--- src/rtl/uart_regfile_pkg.sv ---
package uart_regfile_pkg;
  typedef logic [7:0] byte_t;
  typedef logic [2:0] ofs_t;

  localparam ofs_t OFS_DATA = 3'd0;
  localparam ofs_t OFS_IEN  = 3'd1;
  localparam ofs_t OFS_IID  = 3'd2;
  localparam ofs_t OFS_LCTL = 3'd3;
  localparam ofs_t OFS_MCTL = 3'd4;
  localparam ofs_t OFS_LSTA = 3'd5;
  localparam ofs_t OFS_MSTA = 3'd6;
  localparam ofs_t OFS_SCR  = 3'd7;

  localparam byte_t IID_NONE = 8'h01;
  localparam byte_t IID_TX   = 8'h02;
  localparam byte_t IID_RX   = 8'h04;

  localparam int IEN_RX_BIT  = 0;
  localparam int IEN_TX_BIT  = 1;
  localparam int LCTL_DL_BIT = 7;

  localparam byte_t LSTA_FIXED = 8'h60;
  localparam byte_t MCTL_MAGIC = 8'h1A;
  localparam byte_t MCTL_LOAD  = 8'h9A;
endpackage

--- src/rtl/uart_reg_bank.sv ---
module uart_reg_bank
  import uart_regfile_pkg::*;
(
  input  logic  clk,
  input  logic  rst_n,
  input  logic  wr_en,
  input  ofs_t  wr_addr,
  input  byte_t wr_data,
  output byte_t ien,
  output byte_t lctl,
  output byte_t mctl,
  output byte_t div_lo,
  output byte_t div_hi
);
  logic  dl_sel;
  logic  ien_en, lctl_en, mctl_en, dlo_en, dhi_en;
  byte_t ien_q, lctl_q, mctl_q, dlo_q, dhi_q;

  assign dl_sel = lctl_q[LCTL_DL_BIT];

  always_comb begin
    ien_en  = wr_en && (wr_addr == OFS_IEN)  && !dl_sel;
    dhi_en  = wr_en && (wr_addr == OFS_IEN)  &&  dl_sel;
    dlo_en  = wr_en && (wr_addr == OFS_DATA) &&  dl_sel;
    lctl_en = wr_en && (wr_addr == OFS_LCTL);
    mctl_en = wr_en && (wr_addr == OFS_MCTL) && (wr_data == MCTL_MAGIC);
  end

  always_ff @(posedge clk or negedge rst_n) begin
    if (!rst_n) begin
      ien_q  <= '0;
      lctl_q <= '0;
      mctl_q <= '0;
      dlo_q  <= '0;
      dhi_q  <= '0;
    end else begin
      if (ien_en)  ien_q  <= wr_data;
      if (lctl_en) lctl_q <= wr_data;
      if (mctl_en) mctl_q <= MCTL_LOAD;
      if (dlo_en)  dlo_q  <= wr_data;
      if (dhi_en)  dhi_q  <= wr_data;
    end
  end

  assign ien    = ien_q;
  assign lctl   = lctl_q;
  assign mctl   = mctl_q;
  assign div_lo = dlo_q;
  assign div_hi = dhi_q;
endmodule

--- src/rtl/uart_tx_timer.sv ---
module uart_tx_timer #(
  parameter int TX_DELAY = 4
) (
  input  logic clk,
  input  logic rst_n,
  input  logic arm,
  output logic expire
);
  localparam int CW = $clog2(TX_DELAY + 1);
  localparam logic [CW-1:0] LOAD = CW'(TX_DELAY);
  localparam logic [CW-1:0] ONE  = CW'(1);

  logic [CW-1:0] cnt_q, cnt_d;
  logic          cnt_en;

  always_comb begin
    cnt_en = arm || (cnt_q != '0);
    if (arm) cnt_d = LOAD;
    else     cnt_d = cnt_q - ONE;
  end

  always_ff @(posedge clk or negedge rst_n) begin
    if (!rst_n)      cnt_q <= '0;
    else if (cnt_en) cnt_q <= cnt_d;
  end

  assign expire = (cnt_q == ONE);
endmodule

--- src/rtl/uart_irq_ctrl.sv ---
module uart_irq_ctrl
  import uart_regfile_pkg::*;
(
  input  logic  clk,
  input  logic  rst_n,
  input  logic  rx_avail,
  input  logic  rx_ien,
  input  logic  tx_expire,
  input  logic  tx_clear,
  output logic  tx_pend,
  output byte_t iid,
  output logic  irq
);
  logic tx_pend_q, tx_pend_d, rx_pend;

  always_comb begin
    tx_pend_d = tx_expire || (tx_pend_q && !tx_clear);
    rx_pend   = rx_avail && rx_ien;
    if (rx_pend)        iid = IID_RX;
    else if (tx_pend_q) iid = IID_TX;
    else                iid = IID_NONE;
  end

  always_ff @(posedge clk or negedge rst_n) begin
    if (!rst_n) tx_pend_q <= 1'b0;
    else        tx_pend_q <= tx_pend_d;
  end

  assign tx_pend = tx_pend_q;
  assign irq     = rx_pend || tx_pend_q;
endmodule

--- src/rtl/uart_regfile.sv ---
module uart_regfile
  import uart_regfile_pkg::*;
#(
  parameter int TX_DELAY = 4
) (
  input  logic       clk,
  input  logic       rst_n,
  input  logic       bus_sel,
  input  logic       bus_we,
  input  logic [2:0] bus_addr,
  input  logic [7:0] bus_wdata,
  output logic [7:0] bus_rdata,
  input  logic       rx_valid,
  input  logic [7:0] rx_data,
  output logic       rx_pop,
  output logic       tx_valid,
  output logic [7:0] tx_data,
  output logic       irq
);
  byte_t ien_w, lctl_w, mctl_w, dlo_w, dhi_w, iid_w;
  logic  wr_en, rd_en, dl_sel;
  logic  data_wr, tx_arm, tx_clr, tx_expire_w, tx_pend_w;
  logic  txv_q, txv_d;
  byte_t txd_q;

  assign wr_en  = bus_sel && bus_we;
  assign rd_en  = bus_sel && !bus_we;
  assign dl_sel = lctl_w[LCTL_DL_BIT];

  always_comb begin
    data_wr = wr_en && (bus_addr == OFS_DATA) && !dl_sel;
    tx_arm  = (data_wr && ien_w[IEN_TX_BIT]) ||
              (wr_en && (bus_addr == OFS_IEN) && !dl_sel && bus_wdata[IEN_TX_BIT]);
    tx_clr  = data_wr || (rd_en && (bus_addr == OFS_IID));
    txv_d   = data_wr;
  end

  uart_reg_bank u_bank (
    .clk     (clk),
    .rst_n   (rst_n),
    .wr_en   (wr_en),
    .wr_addr (bus_addr),
    .wr_data (bus_wdata),
    .ien     (ien_w),
    .lctl    (lctl_w),
    .mctl    (mctl_w),
    .div_lo  (dlo_w),
    .div_hi  (dhi_w)
  );

  uart_tx_timer #(.TX_DELAY(TX_DELAY)) u_timer (
    .clk    (clk),
    .rst_n  (rst_n),
    .arm    (tx_arm),
    .expire (tx_expire_w)
  );

  uart_irq_ctrl u_irq (
    .clk       (clk),
    .rst_n     (rst_n),
    .rx_avail  (rx_valid),
    .rx_ien    (ien_w[IEN_RX_BIT]),
    .tx_expire (tx_expire_w),
    .tx_clear  (tx_clr),
    .tx_pend   (tx_pend_w),
    .iid       (iid_w),
    .irq       (irq)
  );

  always_ff @(posedge clk or negedge rst_n) begin
    if (!rst_n) begin
      txv_q <= 1'b0;
      txd_q <= '0;
    end else begin
      txv_q <= txv_d;
      if (data_wr) txd_q <= bus_wdata;
    end
  end

  assign tx_valid = txv_q;
  assign tx_data  = txd_q;
  assign rx_pop   = rd_en && (bus_addr == OFS_DATA) && !dl_sel && rx_valid;

  always_comb begin
    bus_rdata = '0;
    if (rd_en) begin
      unique case (bus_addr)
        OFS_DATA: bus_rdata = dl_sel ? dlo_w : (rx_valid ? rx_data : 8'h00);
        OFS_IEN:  bus_rdata = dl_sel ? dhi_w : ien_w;
        OFS_IID:  bus_rdata = iid_w;
        OFS_LCTL: bus_rdata = lctl_w;
        OFS_MCTL: bus_rdata = mctl_w;
        OFS_LSTA: bus_rdata = LSTA_FIXED | {7'd0, rx_valid};
        OFS_MSTA: bus_rdata = 8'h00;
        OFS_SCR:  bus_rdata = 8'h00;
        default:  bus_rdata = 8'h00;
      endcase
    end
  end
endmodule

--- config.mk ---
export PLATFORM = sky130hd
export DESIGN_NAME = uart_regfile
export DESIGN_NICKNAME = d
export VERILOG_FILES = /design/src/rtl/uart_regfile_pkg.sv /design/src/rtl/uart_reg_bank.sv /design/src/rtl/uart_tx_timer.sv /design/src/rtl/uart_irq_ctrl.sv /design/src/rtl/uart_regfile.sv
export SDC_FILE = /design/constraint.sdc
export NUM_CORES = 1
export LEC_CHECK = 0
export BUFFER_PORTS_ARGS = -buffer_cell sky130_fd_sc_hd__buf_4
export CORE_MARGIN = 2
export CORE_UTILIZATION = 27
export CTS_BUF_LIST = sky130_fd_sc_hd__clkbuf_16
export DETAILED_ROUTE_END_ITERATION = 12
export PLACE_DENSITY = 0.43
export SYNTH_ARGS = -nofsm -noshare
export SYNTH_HDL_FRONTEND = slang
export SYNTH_SLANG_ARGS = --single-unit
--- constraint.sdc ---
create_clock -name clk -period 1.8 [get_ports clk]
set_input_delay 0.18 -clock clk [delete_from_list [all_inputs] [get_ports clk]]
set_output_delay 0.18 -clock clk [all_outputs]
set_load 0.02 [all_outputs]
==> impl_metrics.csv <==
group,metric,value,unit
clock_tree,clock-sinks,46,
grt,grt_pass1_wl,10.36,mm
sta,fin_crit_sh,1.046,
logic_synthesis,synth.cell_area,0.002320,sq mm
logic_synthesis,synth_cells,204,
route,drt_drc_violations_left,0,
sta,finalMaxSlewViolations,0,
clock_tree,clkTransAtPathRegs,0.07,ns
clock_tree,clockBufferDepth,2,
logic_synthesis,ys.flop_type,"dfrtp_1",
cells_and_area,syn_to_final_growth,35.98,%
route,met3RoutedLength,227,um
sta,rsz0062_at_grt,"true",
worst_setup_path,arrival,1.70,ns
logic_synthesis,synth-async-reset-ratio,1.000,
sta,final.setup.tns,-0.2980,ns
worst_setup_path,endpoint_kind,"output pin",
logic_synthesis,synth-seq-area-share,0.4962,
sta,setup_ws,-0.08226,ns
die,die_h,96.69,um
route,met2_length,2.802,mm
sta,final_period_minus_worst_setup_slack,1.882,ns
place,place_congestion,0.7310,
route,wl_met1,3.359,mm
sta,setup-violations-final,7,
route,drt_wl_total,6.463,mm
route,drt_iter0_markers,74,
sta,maxSlewHeadroom,0.5936,
cells_and_area,drive_gt1_frac,0.4891,
sta,finClkSkew,0.004612,ns
place,dp_hpwl,4.772,mm
power,ir_worst_vdd,0.0004876,V
route,via_count,1842,
logic_synthesis,ys.warnings.count,0,
die,core-area,0.008258,sq mm
worst_setup_path,worstPathRequired,1.62,ns
clock_tree,root_buffer,"clkbuf_16",
logic_synthesis,syn_area_per_cell,11.37,sq um
grt,grt-ovfl-total,0,
route,wl_per_cell,17.05,um
die,rows,33,
cells_and_area,antenna_cells,0,
logic_synthesis,yosysUniqueCellTypes,38,
clock_tree,numCtsBuffers,5,
die,fp.dieW,96.69,um
grt,grt_use_total,0.1408,
route,top_layer_used,"met4",
route,drtPass1Iterations,4,
worst_setup_path,crit_fanout,3,
route,via_per_inst,4.860,
cells_and_area,num-nets-final,300,
hold_path,worstHoldPathType,"in -> reg",
logic_synthesis,ys_ff_latch,46,
sta,fmax,531.3,MHz
sta,worst_pin_slew,0.6096,ns
clock_tree,cts_max_level,2,
grt,grt_max_degree,47,
worst_setup_path,reg2reg_slack,0.09,ns
route,drtAntennaViolNets,0,
worst_setup_path,path_class,"reg -> out",
place,portBuffers,42,
die,start_util,0.2809,
run,drv_cap,0,
die,die_area,0.009349,sq mm
status,status,"finished with violations",
logic_synthesis,synth_fp_nets,231,
grt,grt_pass1_vias,1903,
logic_synthesis,synth-edff-count,0,
worst_setup_path,cp-start-kind,"register",
power,power_density,1073,mW/mm^2
die,io_pins,43,
clock_tree,clk_latency,0.29,ns
clock_tree,cts_tree,"yes",
place,pre_cts_slack,-0.01717,ns
status,violations,"setup timing",
grt,antenna_found_initial,0,
cells_and_area,fillCellCount,851,
power,power_leakage,1.452,nW
sta,hold_violations,0,
-- area by class of cell --
class	count	area [sq um]	share of cell area
clock buffer	5	125.1	0.03967
clock inverter	3	17.52	0.005553
inverter	7	26.28	0.008330
multi-input combinational	140	1139	0.3610
sequential	46	1152	0.3653
tap	105	131.4	0.04165
timing repair buffer	73	563.0	0.1785
-- cell usage in the layout (no fill, tap or decap), drive strengths merged, types with 4 or more instances in the layout --
cell,n
a21oi,9
mux2,41
nor3,7
clkbuf,5
nand2,15
inv,8
mux2i,6
nor2,8
nor2b,5
a221oi,5
o21ai,7
nand3,5
dfrtp,46
buf,72
nand2b,4
-- cell families after synthesis --
| group | synth area share |
|---|---|
| adders and majority gates | 0.01618 |
| xor gates and xnor gates | 0.003776 |
| DFF | 0.4962 |
| buffers and inverters | 0.03344 |
| muxes | 0.2249 |
| and+or+nand+nor | 0.1203 |
| AOI/OAI and AO/OA | 0.1052 |
-- cells in the mapped netlist (2+ instances only) --
library cell | count | share of area
ha_1 | 3 | 0.016
nor3_1 | 6 | 0.013
nor2b_1 | 5 | 0.013
buf_2 | 2 | 0.0043
o21ai_0 | 7 | 0.015
mux2_2 | 41 | 0.20
nand2b_1 | 4 | 0.011
mux2i_1 | 6 | 0.026
dfrtp_1 | 46 | 0.50
a221oi_1 | 5 | 0.019
a211oi_1 | 3 | 0.0097
nand3_1 | 5 | 0.011
clkbuf_1 | 8 | 0.013
nand2_1 | 15 | 0.024
a311oi_1 | 2 | 0.0076
a21oi_1 | 9 | 0.019
nor3b_1 | 2 | 0.0065
nor2_1 | 7 | 0.011
or3_1 | 2 | 0.0054
o41ai_1 | 2 | 0.0076
inv_1 | 7 | 0.011
-- registers in the layout (all words and copies together), names as in the netlist --
signal         cells
u_timer.cnt_q      3
u_bank.ien         8
u_bank.div_hi      8
tx_data            8
u_bank.lctl        8
u_bank.mctl        1
tx_valid           1
u_bank.div_lo      8
u_irq.tx_pend      1
-- worst paths after layout --
kind | start | endpoint | cells past startpoint
max | u_bank.lctl[7]$_DFFE_PN0P_ | bus_rdata[2] | 6
min | bus_addr[0] | u_bank.mctl[1]$_DFFE_PN0P_ | 2
max reg2reg | u_bank.lctl[7]$_DFFE_PN0P_ | u_bank.ien[7]$_DFFE_PN0P_ | 5
min reg2reg | u_bank.mctl[1]$_DFFE_PN0P_ | u_bank.mctl[1]$_DFFE_PN0P_ | 2
max in group asynchronous | rst_n | u_bank.lctl[7]$_DFFE_PN0P_ | 2
min in group asynchronous | rst_n | u_bank.div_hi[5]$_DFFE_PN0P_ | 2
-- timing repair --
action,in CTS,in global routing
gates resized for setup,11,8
endpoints found under the hold margin,46,0
gates cloned,0,0
hold buffers,1,0
setup endpoints to repair,15,14
pin swaps,8,4
setup buffers,4,0
-- layer usage --
metal  vias to the layer above  track usage
met2                        43       0.2089
met4                         0      0.04225
li1                        886            -
met5                         -            0
met1                       908       0.2080
met3                         5      0.02673
-- per-stage QoR --
| step | instance area (sq um) | hold WS, ns | power (mW) | util | cells |
|---|---|---|---|---|---|
| finish | 3154 | 0.1748 | 3.384 | 0.3820 | 379 |
| CTS | 3122 | 0.1698 | 3.405 | 0.3780 | 379 |
| global placement | 2910 | 0.2448 | 2.402 | 0.3524 | 366 |
| floorplan | 2320 | -0.1156 | 2.022 | - | 204 |
| global route | 3154 | 0.1752 | 3.583 | 0.3820 | 379 |
| detailed placement | 2910 | 0.2389 | 2.418 | 0.3524 | 366 |
-- critical path: stages, from the launching register on --
cell	delay [ns]
dfrtp_2	0.41
buf_4	0.16
buf_4	0.14
a22o_1	0.21
o311ai_1	0.24
nor3_1	0.09
buf_4	0.17
-- power breakdown --
part | internal, mW | switching [mW] | leakage [nW] | total (mW)
clock network | 0.510 | 0.406 | 0.0750 | 0.917
logic | 0.544 | 0.480 | 0.802 | 1.02
registers | 1.29 | 0.156 | 0.575 | 1.44
Note: power is estimated with default switching activity, not from simulation.
